**config.mk**
```make
export PLATFORM = sky130hd
export DESIGN_NAME = lcd_timing_gen
export DESIGN_NICKNAME = d
export VERILOG_FILES = /design/src/rtl/lcdt_pkg.sv /design/src/rtl/lcdt_regs.sv /design/src/rtl/lcdt_prescale.sv /design/src/rtl/lcdt_scan.sv /design/src/rtl/lcd_timing_gen.sv
export SDC_FILE = /design/constraint.sdc
export NUM_CORES = 1
export LEC_CHECK = 0
export ABC_CLOCK_PERIOD_IN_PS = 3500
export BUFFER_PORTS_ARGS = -buffer_cell sky130_fd_sc_hd__buf_2
export CAP_MARGIN = 20
export CORE_AREA = 8 8 244 222
export CTS_BUF_LIST = sky130_fd_sc_hd__clkbuf_4
export DETAILED_ROUTE_END_ITERATION = 16
export DIE_AREA = 0 0 252 230
export PLACE_DENSITY = 0.72
export SYNTH_ARGS = -nofsm -noshare
export SYNTH_HDL_FRONTEND = slang
export SYNTH_SLANG_ARGS = --single-unit
```
**constraint.sdc**
```tcl
create_clock -name clk -period 3.5 [get_ports clk]
set_input_delay 0.35 -clock clk [delete_from_list [all_inputs] [get_ports clk]]
set_output_delay 0.35 -clock clk [all_outputs]
set_load 0.03 [all_outputs]
```
**src/rtl/lcdt_pkg.sv**
```systemverilog
package lcdt_pkg;

    typedef enum logic [2:0] {
        H_IDLE,
        H_SYNC,
        H_BACK,
        H_ACTIVE,
        H_FRONT
    } hstate_t;

    typedef enum logic [2:0] {
        V_IDLE,
        V_SYNC,
        V_BACK,
        V_ACTIVE,
        V_FRONT
    } vstate_t;

    localparam logic [1:0] MODE_OFF  = 2'b00;
    localparam logic [1:0] MODE_BARS = 2'b11;

    localparam int ADR_MODE  = 0;
    localparam int ADR_HACT  = 1;
    localparam int ADR_HSW   = 2;
    localparam int ADR_HBP   = 3;
    localparam int ADR_HFP   = 4;
    localparam int ADR_VACT  = 5;
    localparam int ADR_VSW   = 6;
    localparam int ADR_VBP   = 7;
    localparam int ADR_VFP   = 8;
    localparam int ADR_DIV   = 9;
    localparam int ADR_POL   = 10;
    localparam int ADR_BAND0 = 16;

    localparam int POL_HS   = 0;
    localparam int POL_VS   = 1;
    localparam int POL_DE   = 2;
    localparam int POL_DATA = 3;

endpackage

```
**src/rtl/lcdt_regs.sv**
```systemverilog
module lcdt_regs
    import lcdt_pkg::*;
#(
    parameter int CNT_W   = 12,
    parameter int PS_W    = 6,
    parameter int COL_W   = 24,
    parameter int NBANDS  = 8,
    parameter int ADDR_W  = 5,
    parameter int DATA_W  = 32,
    parameter int DIV_MIN = 2,
    parameter int DIV_MAX = 32
) (
    input  logic                      clk,
    input  logic                      rst_n,
    input  logic                      wr_en,
    input  logic [ADDR_W-1:0]         wr_addr,
    input  logic [DATA_W-1:0]         wr_data,
    input  logic                      load_i,
    output logic [1:0]                mode_o,
    output logic [3:0]                pol_o,
    output logic [NBANDS*COL_W-1:0]   colours_o,
    output logic [CNT_W-1:0]          sh_hact_o,
    output logic [CNT_W-1:0]          sh_hsw_o,
    output logic [CNT_W-1:0]          sh_hbp_o,
    output logic [CNT_W-1:0]          sh_hfp_o,
    output logic [CNT_W-1:0]          sh_vact_o,
    output logic [CNT_W-1:0]          sh_vsw_o,
    output logic [CNT_W-1:0]          sh_vbp_o,
    output logic [CNT_W-1:0]          sh_vfp_o,
    output logic [PS_W-1:0]           sh_div_o
);

    logic [CNT_W-1:0] hact_q, hsw_q, hbp_q, hfp_q;
    logic [CNT_W-1:0] vact_q, vsw_q, vbp_q, vfp_q;
    logic [PS_W-1:0]  div_q;
    logic [1:0]       mode_q;
    logic [3:0]       pol_q;
    logic             unused_hi;

    assign unused_hi = ^wr_data[DATA_W-1:COL_W];

    function automatic logic [CNT_W-1:0] at_least_one(input logic [CNT_W-1:0] v);
        return (v == '0) ? CNT_W'(1) : v;
    endfunction

    function automatic logic [PS_W-1:0] div_clamp(input logic [PS_W-1:0] v);
        if (v < PS_W'(DIV_MIN)) return PS_W'(DIV_MIN);
        if (v > PS_W'(DIV_MAX)) return PS_W'(DIV_MAX);
        return v;
    endfunction

    always_ff @(posedge clk or negedge rst_n) begin
        if (!rst_n) begin
            mode_q <= MODE_OFF;
            pol_q  <= '0;
            hact_q <= '0;
            hsw_q  <= '0;
            hbp_q  <= '0;
            hfp_q  <= '0;
            vact_q <= '0;
            vsw_q  <= '0;
            vbp_q  <= '0;
            vfp_q  <= '0;
            div_q  <= '0;
        end else if (wr_en) begin
            case (wr_addr)
                ADDR_W'(ADR_MODE): mode_q <= wr_data[1:0];
                ADDR_W'(ADR_POL):  pol_q  <= wr_data[3:0];
                ADDR_W'(ADR_HACT): hact_q <= wr_data[CNT_W-1:0];
                ADDR_W'(ADR_HSW):  hsw_q  <= wr_data[CNT_W-1:0];
                ADDR_W'(ADR_HBP):  hbp_q  <= wr_data[CNT_W-1:0];
                ADDR_W'(ADR_HFP):  hfp_q  <= wr_data[CNT_W-1:0];
                ADDR_W'(ADR_VACT): vact_q <= wr_data[CNT_W-1:0];
                ADDR_W'(ADR_VSW):  vsw_q  <= wr_data[CNT_W-1:0];
                ADDR_W'(ADR_VBP):  vbp_q  <= wr_data[CNT_W-1:0];
                ADDR_W'(ADR_VFP):  vfp_q  <= wr_data[CNT_W-1:0];
                ADDR_W'(ADR_DIV):  div_q  <= wr_data[PS_W-1:0];
                default: ;
            endcase
        end
    end

    for (genvar g = 0; g < NBANDS; g++) begin : g_band
        logic [COL_W-1:0] col_q;
        always_ff @(posedge clk or negedge rst_n) begin
            if (!rst_n) begin
                col_q <= '0;
            end else if (wr_en && wr_addr == ADDR_W'(ADR_BAND0 + g)) begin
                col_q <= wr_data[COL_W-1:0];
            end
        end
        assign colours_o[g*COL_W +: COL_W] = col_q;
    end

    // Shadow copies: refreshed while idle and at each frame wrap only
    always_ff @(posedge clk or negedge rst_n) begin
        if (!rst_n) begin
            sh_hact_o <= CNT_W'(1);
            sh_hsw_o  <= CNT_W'(1);
            sh_hbp_o  <= CNT_W'(1);
            sh_hfp_o  <= CNT_W'(1);
            sh_vact_o <= CNT_W'(1);
            sh_vsw_o  <= CNT_W'(1);
            sh_vbp_o  <= CNT_W'(1);
            sh_vfp_o  <= CNT_W'(1);
            sh_div_o  <= PS_W'(DIV_MIN);
        end else if (load_i) begin
            sh_hact_o <= at_least_one(hact_q);
            sh_hsw_o  <= at_least_one(hsw_q);
            sh_hbp_o  <= at_least_one(hbp_q);
            sh_hfp_o  <= at_least_one(hfp_q);
            sh_vact_o <= at_least_one(vact_q);
            sh_vsw_o  <= at_least_one(vsw_q);
            sh_vbp_o  <= at_least_one(vbp_q);
            sh_vfp_o  <= at_least_one(vfp_q);
            sh_div_o  <= div_clamp(div_q);
        end
    end

    assign mode_o = mode_q;
    assign pol_o  = pol_q;

    assert_shadow_hold_R8: assert property (@(posedge clk) disable iff (!rst_n)
        !load_i |=> ($stable(sh_hact_o) && $stable(sh_hsw_o) && $stable(sh_hbp_o) &&
                     $stable(sh_hfp_o) && $stable(sh_vact_o) && $stable(sh_vfp_o) &&
                     $stable(sh_div_o)));

    assert_porch_floor_R3: assert property (@(posedge clk) disable iff (!rst_n)
        (sh_hbp_o != '0) && (sh_hfp_o != '0) && (sh_vbp_o != '0) && (sh_vfp_o != '0));

endmodule

```
**src/rtl/lcdt_prescale.sv**
```systemverilog
module lcdt_prescale #(
    parameter int PS_W    = 6,
    parameter int DIV_MIN = 2,
    parameter int DIV_MAX = 32
) (
    input  logic            clk,
    input  logic            rst_n,
    input  logic            run_i,
    input  logic [PS_W-1:0] div_i,
    output logic            pix_en_o
);

    logic [PS_W-1:0] cnt_q;
    logic            wrap;

    assign wrap     = (cnt_q == div_i - PS_W'(1));
    assign pix_en_o = run_i && wrap;

    always_ff @(posedge clk or negedge rst_n) begin
        if (!rst_n) begin
            cnt_q <= '0;
        end else if (!run_i || wrap) begin
            cnt_q <= '0;
        end else begin
            cnt_q <= cnt_q + PS_W'(1);
        end
    end

    assert_en_gap_R4: assert property (@(posedge clk) disable iff (!rst_n)
        pix_en_o |=> !pix_en_o);

    assert_div_range_R4: assert property (@(posedge clk) disable iff (!rst_n)
        (div_i >= PS_W'(DIV_MIN)) && (div_i <= PS_W'(DIV_MAX)));

endmodule

```
**src/rtl/lcdt_scan.sv**
```systemverilog
module lcdt_scan
    import lcdt_pkg::*;
#(
    parameter int CNT_W = 12
) (
    input  logic             clk,
    input  logic             rst_n,
    input  logic             run_i,
    input  logic             pix_en_i,
    input  logic [CNT_W-1:0] hact_i,
    input  logic [CNT_W-1:0] hsw_i,
    input  logic [CNT_W-1:0] hbp_i,
    input  logic [CNT_W-1:0] hfp_i,
    input  logic [CNT_W-1:0] vact_i,
    input  logic [CNT_W-1:0] vsw_i,
    input  logic [CNT_W-1:0] vbp_i,
    input  logic [CNT_W-1:0] vfp_i,
    output hstate_t          hstate_o,
    output vstate_t          vstate_o,
    output logic [CNT_W-1:0] hcnt_o,
    output logic [CNT_W-1:0] vcnt_o,
    output logic             scanning_o,
    output logic             frame_end_o
);

    hstate_t          h_q, h_d;
    vstate_t          v_q, v_d;
    logic [CNT_W-1:0] hcnt_q, hcnt_d, vcnt_q, vcnt_d;
    logic [CNT_W-1:0] h_len, v_len;
    logic             h_last, line_end, v_last;

    always_comb begin
        unique case (h_q)
            H_SYNC:   h_len = hsw_i;
            H_BACK:   h_len = hbp_i;
            H_ACTIVE: h_len = hact_i;
            H_FRONT:  h_len = hfp_i;
            default:  h_len = CNT_W'(1);
        endcase
        unique case (v_q)
            V_SYNC:   v_len = vsw_i;
            V_BACK:   v_len = vbp_i;
            V_ACTIVE: v_len = vact_i;
            V_FRONT:  v_len = vfp_i;
            default:  v_len = CNT_W'(1);
        endcase
    end

    assign h_last   = pix_en_i && (hcnt_q == h_len - CNT_W'(1));
    assign line_end = h_last && (h_q == H_FRONT);
    assign v_last   = line_end && (vcnt_q == v_len - CNT_W'(1));

    // Horizontal next state
    always_comb begin
        h_d    = h_q;
        hcnt_d = h_last ? '0 : (pix_en_i ? hcnt_q + CNT_W'(1) : hcnt_q);
        if (!run_i) begin
            h_d    = H_IDLE;
            hcnt_d = '0;
        end else begin
            unique case (h_q)
                H_IDLE: begin
                    h_d    = H_SYNC;
                    hcnt_d = '0;
                end
                H_SYNC:   if (h_last) h_d = H_BACK;
                H_BACK:   if (h_last) h_d = H_ACTIVE;
                H_ACTIVE: if (h_last) h_d = H_FRONT;
                H_FRONT:  if (h_last) h_d = H_SYNC;
                default:  h_d = H_IDLE;
            endcase
        end
    end

    // Vertical next state, advanced at line ends only
    always_comb begin
        v_d    = v_q;
        vcnt_d = v_last ? '0 : (line_end ? vcnt_q + CNT_W'(1) : vcnt_q);
        if (!run_i) begin
            v_d    = V_IDLE;
            vcnt_d = '0;
        end else begin
            unique case (v_q)
                V_IDLE: begin
                    v_d    = V_SYNC;
                    vcnt_d = '0;
                end
                V_SYNC:   if (v_last) v_d = V_BACK;
                V_BACK:   if (v_last) v_d = V_ACTIVE;
                V_ACTIVE: if (v_last) v_d = V_FRONT;
                V_FRONT:  if (v_last) v_d = V_SYNC;
                default:  v_d = V_IDLE;
            endcase
        end
    end

    always_ff @(posedge clk or negedge rst_n) begin
        if (!rst_n) begin
            h_q    <= H_IDLE;
            v_q    <= V_IDLE;
            hcnt_q <= '0;
            vcnt_q <= '0;
        end else begin
            h_q    <= h_d;
            v_q    <= v_d;
            hcnt_q <= hcnt_d;
            vcnt_q <= vcnt_d;
        end
    end

    assign hstate_o    = h_q;
    assign vstate_o    = v_q;
    assign hcnt_o      = hcnt_q;
    assign vcnt_o      = vcnt_q;
    assign scanning_o  = (h_q != H_IDLE);
    assign frame_end_o = v_last && (v_q == V_FRONT);

    assert_front_wrap_R1: assert property (@(posedge clk) disable iff (!rst_n)
        (line_end && run_i) |=> (h_q == H_SYNC) && (hcnt_q == '0));

    assert_hold_between_steps_R1: assert property (@(posedge clk) disable iff (!rst_n)
        (run_i && h_q != H_IDLE && !pix_en_i) |=> ($stable(hcnt_q) && $stable(h_q)));

    assert_line_granular_R2: assert property (@(posedge clk) disable iff (!rst_n)
        (run_i && v_q != V_IDLE && !line_end) |=> ($stable(vcnt_q) && $stable(v_q)));

    assert_idle_zero_R6: assert property (@(posedge clk) disable iff (!rst_n)
        !run_i |=> (h_q == H_IDLE && v_q == V_IDLE && hcnt_q == '0 && vcnt_q == '0));

endmodule

```
**src/rtl/lcd_timing_gen.sv**
```systemverilog
module lcd_timing_gen
    import lcdt_pkg::*;
#(
    parameter int CNT_W   = 12,
    parameter int PS_W    = 6,
    parameter int COL_W   = 24,
    parameter int NBANDS  = 8,
    parameter int ADDR_W  = 5,
    parameter int DATA_W  = 32,
    parameter int DIV_MIN = 2,
    parameter int DIV_MAX = 32
) (
    input  logic              clk,
    input  logic              rst_n,
    input  logic              wr_en,
    input  logic [ADDR_W-1:0] wr_addr,
    input  logic [DATA_W-1:0] wr_data,
    output logic              hsync_o,
    output logic              vsync_o,
    output logic              de_o,
    output logic [CNT_W-1:0]  pix_x_o,
    output logic [CNT_W-1:0]  pix_y_o,
    output logic [COL_W-1:0]  pix_data_o
);

    localparam int BAND_IW = $clog2(NBANDS);

    logic [1:0]              mode;
    logic [3:0]              pol;
    logic [NBANDS*COL_W-1:0] colours;
    logic [CNT_W-1:0]        sh_hact, sh_hsw, sh_hbp, sh_hfp;
    logic [CNT_W-1:0]        sh_vact, sh_vsw, sh_vbp, sh_vfp;
    logic [PS_W-1:0]         sh_div;
    logic                    run, scanning, pix_en, frame_end, load;
    hstate_t                 hstate;
    vstate_t                 vstate;
    logic [CNT_W-1:0]        hcnt, vcnt;
    logic [BAND_IW-1:0]      band_q;
    logic [CNT_W-1:0]        bpos_q, band_w;
    logic                    hs_raw, vs_raw, h_act, v_act, de_raw;
    logic [COL_W-1:0]        data_raw;

    assign run  = (mode != MODE_OFF);
    assign load = !scanning || frame_end;

    lcdt_regs #(
        .CNT_W(CNT_W), .PS_W(PS_W), .COL_W(COL_W), .NBANDS(NBANDS),
        .ADDR_W(ADDR_W), .DATA_W(DATA_W), .DIV_MIN(DIV_MIN), .DIV_MAX(DIV_MAX)
    ) u_regs (
        .clk(clk), .rst_n(rst_n), .wr_en(wr_en), .wr_addr(wr_addr), .wr_data(wr_data),
        .load_i(load), .mode_o(mode), .pol_o(pol), .colours_o(colours),
        .sh_hact_o(sh_hact), .sh_hsw_o(sh_hsw), .sh_hbp_o(sh_hbp), .sh_hfp_o(sh_hfp),
        .sh_vact_o(sh_vact), .sh_vsw_o(sh_vsw), .sh_vbp_o(sh_vbp), .sh_vfp_o(sh_vfp),
        .sh_div_o(sh_div)
    );

    lcdt_prescale #(
        .PS_W(PS_W), .DIV_MIN(DIV_MIN), .DIV_MAX(DIV_MAX)
    ) u_div (
        .clk(clk), .rst_n(rst_n), .run_i(run && scanning), .div_i(sh_div), .pix_en_o(pix_en)
    );

    lcdt_scan #(
        .CNT_W(CNT_W)
    ) u_scan (
        .clk(clk), .rst_n(rst_n), .run_i(run), .pix_en_i(pix_en),
        .hact_i(sh_hact), .hsw_i(sh_hsw), .hbp_i(sh_hbp), .hfp_i(sh_hfp),
        .vact_i(sh_vact), .vsw_i(sh_vsw), .vbp_i(sh_vbp), .vfp_i(sh_vfp),
        .hstate_o(hstate), .vstate_o(vstate), .hcnt_o(hcnt), .vcnt_o(vcnt),
        .scanning_o(scanning), .frame_end_o(frame_end)
    );

    // Band width: active width split into NBANDS, never narrower than one pixel
    assign band_w = ((sh_hact >> BAND_IW) == '0) ? CNT_W'(1) : (sh_hact >> BAND_IW);

    always_ff @(posedge clk or negedge rst_n) begin
        if (!rst_n) begin
            band_q <= '0;
            bpos_q <= '0;
        end else if (hstate != H_ACTIVE) begin
            band_q <= '0;
            bpos_q <= '0;
        end else if (pix_en) begin
            if (bpos_q == band_w - CNT_W'(1) && band_q != BAND_IW'(NBANDS - 1)) begin
                band_q <= band_q + BAND_IW'(1);
                bpos_q <= '0;
            end else begin
                bpos_q <= bpos_q + CNT_W'(1);
            end
        end
    end

    // Output decode
    always_comb begin
        hs_raw   = (hstate == H_SYNC);
        vs_raw   = (vstate == V_SYNC);
        h_act    = (hstate == H_ACTIVE);
        v_act    = (vstate == V_ACTIVE);
        de_raw   = h_act && v_act;
        data_raw = (de_raw && mode == MODE_BARS) ? colours[band_q*COL_W +: COL_W] : '0;

        hsync_o    = hs_raw ^ pol[POL_HS];
        vsync_o    = vs_raw ^ pol[POL_VS];
        de_o       = de_raw ^ pol[POL_DE];
        pix_data_o = data_raw ^ {COL_W{pol[POL_DATA]}};
        pix_x_o    = h_act ? hcnt : '0;
        pix_y_o    = v_act ? vcnt : '0;
    end

    assert_off_inactive_R6: assert property (@(posedge clk) disable iff (!rst_n)
        (mode == MODE_OFF && $past(mode == MODE_OFF)) |-> (!de_raw && !hs_raw && !vs_raw));

    assert_data_gated_R7: assert property (@(posedge clk) disable iff (!rst_n)
        !de_raw |-> (data_raw == '0));

endmodule

```
==> results of run 1 <==
==> what timing repair did <==
| action | 4_1_cts | 5_1_grt |
|---|---|---|
| setup buffers | 18 | 12 |
| hold buffers | 17 | 0 |
| resized for setup | 40 | 44 |
| setup endpoints to repair | 138 | 137 |
| gates cloned | 5 | 1 |
| hold endpoints to repair | 324 | 0 |
| pin swaps | 15 | 14 |
==> how the worst min path moves through the flow <==
stage	start	endpoint	slack (ns)	cells after the start
after floorplan	rst_n	band_q[0]	0.05	0
after global placement	rst_n	bpos_q[8]	0.36	1
after detailed placement	rst_n	bpos_q[8]	0.36	1
after CTS	wr_data[10]	u_regs.vbp_q[10]	0.001	2
after global routing	wr_data[10]	u_regs.vact_q[10]	0.0002	2
final	rst_n	bpos_q[7]	0.07	2
==> cell usage after synthesis, types with 5 or more instances <==
cell	count	area (um2)
nand2_1	66	248
o221a_2	5	56.3
mux4_2	49	1100
and2_1	26	163
o41ai_1	8	70.1
xor2_1	47	412
or3_1	11	68.8
mux2_2	322	3630
buf_2	14	70.1
dfrtp_1	444	11100
nor3_1	23	115
nor2_1	75	282
inv_1	22	82.6
and3_1	22	138
nand4_1	11	68.8
buf_6	9	101
o21ai_0	20	100
a22oi_1	13	97.6
mux2_4	70	1050
nor4_1	23	144
nand3b_1	5	37.5
o2bb2a_1	7	70.1
clkbuf_1	72	270
a21oi_1	29	145
mux2i_1	54	541
ha_1	10	125
a31oi_1	20	125
buf_1	8	30.0
xnor2_1	39	342
nor3b_1	14	105
nand2b_1	11	68.8
dfstp_2	9	236
nand3_1	25	125
nor2b_1	14	87.6
a22o_1	13	114
==> per-stage QoR <==
step | util | cell area (um2)
3_5_place_dp | 0.487 | 24300
5_1_grt | 0.535 | 26700
3_3_place_gp | 0.487 | 24300
2_1_floorplan | - | 22300
6_report | 0.535 | 26700
4_1_cts | 0.528 | 26400
==> worst max-delay path, cell delays in order (launching register included) <==
cell      delay (ns)
dfrtp_2         0.46
buf_6           0.16
mux2i_4         0.26
o221a_4         0.24
ha_4            0.13
and3_4          0.18
nand3_4         0.07
or4_4           0.54
o311ai_4        0.11
o211ai_1        0.19
and4bb_2        0.37
nand2_2         0.06
a21o_4          0.23
buf_12          0.14
buf_16          0.16
mux2_4          0.30
==> cell families (layout without fill, tap and decap cells) <==
group | Yosys count | count (layout) | synth area share
muxes | 496 | 496 | 0.285
other | 0 | 7 | 0
buffers and inverters | 126 | 497 | 0.0253
AOI/OAI and AO/OA | 161 | 161 | 0.0520
adders and majority gates | 10 | 10 | 0.00563
xor gates and xnor gates | 86 | 86 | 0.0339
and+or+nand+nor | 357 | 357 | 0.0876
DFF | 453 | 453 | 0.511
==> routing by layer <==
metal	track usage	vias to the layer above	routed length, um
met3	0.0509	108	3820
met5	0	-	110
li1	-	6818	-
met1	0.265	7753	25300
met4	0.0493	16	1040
met2	0.287	422	25100
==> report_power, final <==
part	internal (uW)	leakage, uW	switching, uW
Sequential	6420	0.00582	860
Clock	2320	0.000860	2170
Combinational	2790	0.00555	2120
Total	11500	0.0122	5150
==> final cells by class <==
| class | instances | share of cell area |
|---|---|---|
| tap | 680 | 0.0318 |
| clock buffer | 166 | 0.0466 |
| multi-input combinational | 1110 | 0.400 |
| sequential | 453 | 0.425 |
| timing repair buffer | 278 | 0.0857 |
| inverter | 22 | 0.00309 |
| antenna | 7 | 0.000655 |
| clock inverter | 31 | 0.00758 |
==> impl_results.md, run 1 <==
- Status: finished with violations
- Failing checks: setup timing
- IO Pins: 91
- Minimum clock period: 3.76 ns
- Type of the most critical hold path: in -> async
- Layout Nets: 2026
- Cell variety after synth: 77
- Final setup fails: 113
- Hpwl dp: 35200 um
- GP Congestion: 0.836
- Worst r2r src: u_scan.hstate_o[1]
- Die Wd: 252 um
- Total wire length: 55400 um
- Fin. Hold Viols: 0
- Number of synthesized register bits: 453
- Die Span Y: 230 um
- Least-Margin Pin Slew: 0.985 ns
- Reg2reg setup slack: -0.26 ns
- Inserted Clock Buffers: 111
- Sequential area share after synthesis: 0.511
- Row cnt: 78
- Clk_skew: 0.0635 ns
- DP Cell Count: 2493
- ANT nets after route: 0
- Biggest register: u_regs.g_band.col_q
- Clock root buffer: clkbuf_4
- Initial antenna violation count: 14
- H-Tree Depth: 3
- R2R depth: 15
- Terminus of the critical flop-to-flop path: u_regs.sh_vsw_o[4]
- Number of synthesized flops with an enable pin: 0
- Top FF cell, synth: dfrtp_1
- Slew HR: 0.338
- Total power draw: 16700 uW
- DR iter-0 viols: 975
- Pwr Density: 624 nW/um2
- Global-route wire length before repair: 87600 um
- Setup crit start: u_scan.hstate_o[1]
- Most frequent cells in the layout: dfrtp_1, mux2_2, clkbuf_4
- Fin crit share: 1.08
- Final Slew Violations: 0
- Total track usage: 0.188
- Die footprint: 58000 um2
- Number of global-route vias before repair: 15800
- RSZ-0062 raised after global routing: true
- Setup TNS Final: -23.26 ns
- Peak Freq: 266 MHz
- Fillcell total: 4216
- Pre-CTS setup slack: -0.419 ns
- Layout cells sized above 1: 0.470
- WL per Instance: 20.2 um
- Worst skew pair latency: 0.88 ns
- Area of the multi-input gates: 10700 um2
- Most common cell after layout, fill and taps aside: dfrtp_1
- Vias/cell: 5.50
- Worst setup SP type: flop
- Peak VDD IR: 0.352 mV
- Core ar.: 50000 um2
- Final WS setup: -0.265 ns
- CTS max path bufs: 3
- Worst Setup Path Type: reg -> reg
- Drt first pass iters: 5
- Port buffer count: 82
- Sink Count: 453
- Cell Area, Synth: 22200 um2
- Initial cell density of the core: 0.445
- Worst Path Arrival: 4.47 ns
- Avg Cell Area, Syn: 13.2 um2
- Setup crit end: u_regs.sh_vsw_o[4]
- Maxcap violations: 0
- Syn-to-layout area delta: 20.3%
- Finished Layout Cells: 2747
- Hold slack: 0.0727 ns
- Largest register FFs: 192
- CP endpoint kind: flop
- Yosys warnings: 0
- Syn_nets: 1739
- Sequential cell area: 11400 um2
- DRC errors left: 0
- CTS tree: done
- Required time worst endpoint: 4.21 ns
- FFs w/ async S/R, synth: 1.00
- Peak fanout along the critical path: 17
- Reg clk slew, reported paths: 0.07 ns
- Leak Pwr: 0.0122 uW
- Total congestion overflow: 0
- Post-synthesis cell count: 1689
- Largest net degree at the start of global routing: 125
- Via count: 15100
Note: power is estimated with default switching activity, not from simulation.
==> run 2: changes to the inputs <==
- CELL_PAD_IN_SITES_DETAIL_PLACEMENT: default -> 1
- CELL_PAD_IN_SITES_GLOBAL_PLACEMENT: default -> 2
- CORE_AREA: 8 8 244 222 -> 8 8 255 232
- DIE_AREA: 0 0 252 230 -> 0 0 263 240
- PLACE_DENSITY: 0.72 -> 0.86
==> run 2 against run 1 <==
The flow still finishes with violations (setup timing). Final cell count grew 1.5%. Combinational power down 1%. Die area increased by 8.9%. Clock skew rose by 0.0049 ns.
==> impl_results.md, run 2 (synthesis gave the netlist of run 1 again) <==
- Worst Setup Path Type: reg -> reg
- Logic pwr share: 0.287 (-0.007)
- Internal power: 11500 uW (-0.37%)
- Final WS setup: -0.356 ns (-0.0908 ns)
- CP endpoint kind: flop
- Largest register FFs: 192 (unchanged)
- Clock root buffer: clkbuf_4
- Die Span Y: 240 um (+4.3%)
- Pre-CTS setup slack: -0.460 ns (-0.0412 ns)
- Largest delay contributor family on the critical path: compound AO/OA/AOI/OAI gates
- GP Congestion: 0.842 (+0.72%)
- Area of the multi-input gates: 10600 um2 (-0.57%)
- Pwr Density: 634 nW/um2 (+1.6%)
- Status: finished with violations
- Switch share: 0.320 (+0.0108)
- Peak Freq: 259 MHz (-2.4%)
- Most used cell, CP: mux2_4
- Maxcap violations: 0 (unchanged)
- Minimum clock period: 3.86 ns (+0.0908 ns)
- Type of the most critical hold path: in -> async
- Worst r2r src: u_scan.hstate_o[1]
- Slowest stage delay, CP: 0.47 ns (-0.07 ns)
- Global-route wire length before repair: 99400 um (+13%)
- Initial cell density of the core: 0.404 (-0.0406)
- DRC errors left: 0 (unchanged)
- Peak fanout along the critical path: 28 (+11)
- Slowest-stage cell, CP: dfrtp_2
- Final Slew Violations: 0 (unchanged)
- Failing checks: setup timing
- Peak VDD IR: 0.312 mV (-11%)
- Required time worst endpoint: 4.27 ns (+0.06 ns)
- DR iter-0 viols: 680 (-30%)
- Worst skew pair latency: 0.93 ns (+0.05 ns)
- Total track usage: 0.197 (+0.00822)
- Most common cell after layout, fill and taps aside: dfrtp_1
- Port buffer count: 82 (unchanged)
- Most frequent cells in the layout: dfrtp_1, mux2_2, clkbuf_4
- Total congestion overflow: 0 (unchanged)
- Number of buffers and inverters on the critical path: 2 (-1)
- NetSw: 5400 uW (+4.7%)
- Clk_skew: 0.0684 ns (+0.00489 ns)
- Largest net degree at the start of global routing: 95 (-24%)
- Sequential cell area: 11400 um2 (unchanged)
- Row cnt: 82 (+5.1%)
- Setup crit start: u_scan.hstate_o[1]
- Syn-to-layout area delta: 19.8%
- Slew HR: 0.262 (-0.0755)
- Hold slack: 0.0650 ns (-0.00770 ns)
- Biggest register: u_regs.g_band.col_q
- Total power draw: 16900 uW (+1.2%)
- Fin crit share: 1.10 (+0.0259)
- RSZ-0062 raised after global routing: true
- H-Tree Depth: 3 (unchanged)
- Core ar.: 55000 um2 (+10%)
- CTS max path bufs: 3 (unchanged)
- Final setup fails: 115 (+1.8%)
- ANT nets after route: 0 (unchanged)
- Vias/cell: 5.47 (-0.57%)
- Initial antenna violation count: 3 (-11)
- Leak Pwr: 0.0122 uW (-0.58%)
- Die footprint: 63100 um2 (+8.9%)
- Layout cells sized above 1: 0.466 (-0.00443)
- Hpwl dp: 41600 um (+18%)
- Worst setup SP type: flop
- Inserted Clock Buffers: 118 (+6.3%)
- Layout Nets: 2024 (-0.099%)
- Fin. Hold Viols: 0 (unchanged)
- Least-Margin Pin Slew: 1.10 ns (+0.119 ns)
- Drt first pass iters: 4 (-1)
- Fillcell total: 5675 (+35%)
- Via count: 15300 (+0.95%)
- Die Wd: 263 um (+4.4%)
- Number of global-route vias before repair: 17100 (+8.2%)
- Sink Count: 453 (unchanged)
- Register share of total power: 0.434 (-0.002)
- Total wire length: 62500 um (+13%)
- WL per Instance: 22.4 um (+11%)
- Worst Path Arrival: 4.62 ns (+0.15 ns)
- IO Pins: 91 (unchanged)
- Reg clk slew, reported paths: 0.07 ns (about the same)
- Clk pwr share: 0.279 (+0.010)
- Critical-path cell list: buf_4 -> mux2i_4 -> o221a_4 -> ha_2 -> and3_4 -> nand3_4 -> mux2_4 -> o311ai_4 -> o211ai_1 -> and4bb_2 -> nand2_2 -> a21o_4 -> buf_16 -> mux2_4
- CTS tree: done
- Setup TNS Final: -31.93 ns (-8.66 ns)
[run 2: cell types whose count changed in the layout (fill, tap and decap cells not counted), moves of 6 or more]
cell	before	now
buf_6	11	4
nor2_2	1	9
clkbuf_4	166	178
clkinv_1	20	31
mux2i_2	3	9
nor2_1	73	65
buf_2	81	68
buf_4	148	160
[run 2: cell type report]
cell class | instances | area share
antenna | 4 | 0.000376
clock buffer | 178 | 0.0502
clock inverter | 39 | 0.00785
inverter | 22 | 0.00310
multi-input combinational | 1111 | 0.399
sequential | 453 | 0.427
tap | 714 | 0.0335
timing repair buffer | 268 | 0.0796
[run 2: path summary, 6_finish.rpt]
check | to | slack, ns | cells past startpoint
max reg2reg | u_regs.sh_vsw_o[4] | -0.36 | 14
max | u_regs.sh_vsw_o[4] | -0.36 | 14
min | u_scan.hcnt_o[6] | 0.06 | 2
min reg2reg | u_regs.sh_vfp_o[0] | 0.49 | 2
min in group clk | u_regs.g_band[1].col_q[0] | 0.09 | 2
max in group asynchronous | u_regs.g_band[5].col_q[17] | 2.26 | 3
[run 2: timing repair]
action	CTS	global route
gates resized for setup	39	48
setup buffers	1	4
pin swaps	3	4
cloned	0	4
setup endpoints to repair	141	157
endpoints found under the hold margin	264	0
hold buffers	22	0
[run 2: power groups by stage]
stage / clock network [uW] / logic, uW / registers (uW)
6_report: 4710 / 4840 / 7330
5_1_grt: 5130 / 5220 / 7450
4_1_cts: 4870 / 4690 / 7300
3_5_place_dp: 0 / 4550 / 7370
3_3_place_gp: 0 / 4320 / 7260
2_1_floorplan: 0 / 3130 / 6970
[run 2: layer usage]
layer / global-route usage / routed length [um] / vias up
met5: 0 / 0 / -
met2: 0.331 / 31000 / 307
met4: 0.0605 / 1220 / 0
met1: 0.255 / 27800 / 8033
li1: - / - / 6827
met3: 0.0401 / 2580 / 94
[run 2: stage by stage]
| stage | instances | util | area, um2 |
|---|---|---|---|
| floorplan | 1689 | - | 22300 |
| CTS | 2777 | 0.479 | 26400 |
| detailed placement | 2537 | 0.444 | 24400 |
| global route | 2788 | 0.484 | 26600 |
| finish | 2789 | 0.484 | 26600 |
| global placement | 2537 | 0.444 | 24400 |
[run 2: worst reg2reg max path, stage by stage, from the launching register on]
cell	delay (ns)
dfrtp_2	0.47
buf_4	0.19
mux2i_4	0.26
o221a_4	0.23
ha_2	0.18
and3_4	0.19
nand3_4	0.08
mux2_4	0.32
o311ai_4	0.29
o211ai_1	0.22
and4bb_2	0.37
nand2_2	0.10
a21o_4	0.28
buf_16	0.21
mux2_4	0.32
==> run 3: changes to the inputs <==
- ABC_AREA: default -> 1
- CORE_AREA: 8 8 255 232 -> 8 8 275 251
- DIE_AREA: 0 0 263 240 -> 0 0 283 259
- PLACE_DENSITY: 0.86 -> 0.87
- SKIP_LAST_GASP: default -> 1
==> run 3 against run 2 <==
Critical path type is now reg -> out. Via count is 35% higher. Sequential power is 2.7% higher. Critical endpoint is now pix_data_o[1]. Register-to-register slack better by 0.56 ns. Sequential share of layout area is 0.65 points higher. The run now ends clean. Critical path depth is 4 lower.
==> impl_results.md, run 3 <==
- Hold slack: 0.0425 ns (-0.0224 ns)
- Minimum clock period: 3.38 ns (-0.480 ns)
- Cell variety after synth: 36 (-53%)
- Most frequent cells in the layout: nand2_1, dfrtp_1, o21ai_0
- Top-area cell type share of the netlist area: 0.499 (-0.00124)
- Most common cell after layout, fill and taps aside: nand2_1
- Peak fanout along the critical path: 8 (-71%)
- Drt first pass iters: 5 (+1)
- Clk_skew: 0.0375 ns (-0.0309 ns)
- FFs w/ async S/R, synth: 1.00 (unchanged)
- Sequential cell area: 11400 um2 (about the same)
- Total track usage: 0.200 (+0.00339)
- Post-synthesis cell count: 2841 (+68%)
- RSZ-0062 raised after global routing: true
- Status: completed
- IO Pins: 91 (unchanged)
- Maxcap violations: 0 (unchanged)
- Row cnt: 89 (+8.5%)
- Fin. Hold Viols: 0 (unchanged)
- R2R depth: 18 (+4)
- Slew HR: 0.390 (+0.128)
- Port buffer count: 82 (unchanged)
- Slowest stage delay, CP: 0.42 ns (-0.05 ns)
- WL per Instance: 18.7 um (-17%)
- Biggest register: u_regs.g_band.col_q
- DRC errors left: 0 (unchanged)
- Largest net degree at the start of global routing: 103 (+8.4%)
- Die Wd: 283 um (+7.6%)
- Sequential area share after synthesis: 0.509 (-0.00126)
- Fillcell total: 7867 (+39%)
- Largest area contributor in the netlist: dfrtp_1
- Vias/cell: 5.19 (-5.1%)
- Least-Margin Pin Slew: 0.915 ns (-0.190 ns)
- Terminus of the critical flop-to-flop path: u_regs.sh_hbp_o[5]
- Reg clk slew, reported paths: 0.06 ns (about the same)
- Layout Nets: 3056 (+51%)
- Via count: 20700 (+35%)
- Core Util, Final: 0.407 (-0.0774)
- Total power draw: 19500 uW (+15%)
- Number of synthesized register bits: 453 (unchanged)
- Setup crit start: u_scan.vstate_o[2]
- Core ar.: 64500 um2 (+17%)
- DR iter-0 viols: 1264 (+86%)
- Hold wc startpoint: wr_data[6]
- Worst r2r src: u_scan.vstate_o[2]
- Syn-to-layout area delta: 17.7%
- ANT nets after route: 0 (unchanged)
- CP endpoint kind: primary output
- Number of global-route vias before repair: 22200 (+30%)
- Initial antenna violation count: 6 (+3)
- Reg2reg setup slack: 0.20 ns (+0.56 ns)
- Syn_nets: 2891 (+66%)
- GP Congestion: 0.847 (+0.68%)
- Worst skew pair latency: 0.99 ns (+0.06 ns)
- Worst setup SP type: flop
- Layout cells sized above 1: 0.146 (-0.320)
- Sink Count: 453 (unchanged)
- Global-route wire length before repair: 120000 um (+20%)
- Required time worst endpoint: 3.15 ns (-1.12 ns)
- Number of synthesized flops with an enable pin: 0 (unchanged)
- Final Slew Violations: 0 (unchanged)
- H-Tree Depth: 4 (+1)
- CTS max path bufs: 3 (unchanged)
- Top cells by area, synth: dfrtp_1, nand2_1, o21ai_0
- Cell Area, Synth: 22300 um2 (+0.25%)
- Hold Crit Endpoint: u_regs.vsw_q[6]
- Initial cell density of the core: 0.345 (-0.0586)
- Avg Cell Area, Syn: 7.84 um2 (-40%)
- Fin crit share: 0.965 (-0.137)
- Worst Path Arrival: 3.03 ns (-1.59 ns)
- Clock root buffer: clkbuf_4
- Leak Pwr: 0.0129 uW (+5.8%)
- Peak VDD IR: 0.285 mV (-8.7%)
- Largest register FFs: 192 (unchanged)
- Number of buffers and inverters on the critical path: 4 (+2)
- Critical-path cell list: inv_2 -> nand2_1 -> nor2_1 -> buf_4 -> nand2_2 -> nor2_4 -> buf_12 -> nand3_1 -> xor2_1 -> buf_2
- Hold Crit Depth: 3
- Pwr Density: 743 nW/um2 (+17%)
- Hpwl dp: 46800 um (+12%)
- Die Span Y: 259 um (+7.9%)
- Top FF cell, synth: dfrtp_1
- Total wire length: 74400 um (+19%)
- Largest delay contributor family on the critical path: buffers and inverters
- CP Depth: 10 (-4)
- CTS tree: done
- Slowest-stage cell, CP: dfrtp_1
- Total congestion overflow: 0 (unchanged)
- Yosys warnings: 0 (unchanged)
- Type of the most critical hold path: in -> reg
- Final setup fails: 0 (-100%)
- Inserted Clock Buffers: 130 (+10%)
- Area of the multi-input gates: 9770 um2 (-8.0%)
- Die footprint: 73300 um2 (+16%)
- Peak Freq: 296 MHz (+14%)
- Worst Setup Path Type: reg -> out
- Top cells by count, synth: nand2_1, dfrtp_1, o21ai_0, nor2_1, nand3_1
- Count leader, synth: nand2_1
run 3: cell count changes in the layout (fill, tap and decap cells not counted), moves of 49 or more:
cell | before | now
mux4_2 | 49 | 0
mux2_4 | 71 | 0
inv_1 | 22 | 144
mux2_2 | 322 | 0
buf_4 | 160 | 69
nand2_1 | 65 | 820
o21ai_0 | 17 | 429
nor2_1 | 65 | 283
nand3_1 | 23 | 228
run 3: how the worst max path moves through the flow:
stage                               to  slack [ns]
floorplan           u_regs.sh_div_o[0]        0.60
global placement    u_scan.vstate_o[2]       -0.03
detailed placement  u_scan.vstate_o[0]       -0.14
CTS                      pix_data_o[2]       -0.04
global route            pix_data_o[22]       -0.05
finish                   pix_data_o[1]        0.12
run 3: cell type report:
class                      count  share of cell area
multi-input combinational   2067               0.372
sequential                   453               0.433
tap                          864              0.0412
inverter                     153              0.0221
clock inverter                39             0.00973
antenna                        5            0.000477
clock buffer                 196              0.0561
timing repair buffer         201              0.0650
run 3: report_power, final:
part           internal (uW)  switching [uW]  total, uW
Combinational           2330            4420       6750
Clock                   2790            2410       5200
Sequential              6530            1000       7530
Total                  11700            7840      19500
run 3: routing by layer:
layer,global-route usage,part of all wire,vias to the layer above
li1,-,-,9745
met1,0.260,0.46,10300
met2,0.327,0.47,462
met3,0.0353,0.046,166
met4,0.0870,0.028,0
met5,0,0,-
run 3: cells by family (layout without fill, tap and decap cells):
family	Yosys count	count (layout)	share of synthesized area
AND/OR/NAND/NOR	1470	1470	0.274
adder cells (fa/ha/maj)	10	10	0.00562
other	0	5	0
buffers and inverters	321	589	0.0584
AO/OA/AOI/OAI	514	514	0.123
XOR/XNOR	73	73	0.0293
flip-flops	453	453	0.509
run 3: tightest hold or removal path, cell delays in order:
cell and delay (ns):
buf_2 0.07, inv_1 0.30, o21ai_0 0.26
run 3: through the flow:
step	setup WS [ns]	setup TNS, ns	cells	instance area (um2)
2_1_floorplan	0.596	0	2841	22300
3_3_place_gp	-0.0286	-0.0740	3688	23700
3_5_place_dp	-0.139	-1.23	3689	23700
4_1_cts	-0.0395	-0.119	3964	25900
5_1_grt	-0.0507	-0.321	3976	26200
6_report	0.124	0	3978	26200
run 3: timing repair:
action	4_1_cts	5_1_grt
cloned	1	4
endpoints found under the hold margin	596	0
setup endpoints to repair	38	135
pin swaps	0	4
gates resized for setup	17	37
hold buffers	30	0
buffers inserted	9	5
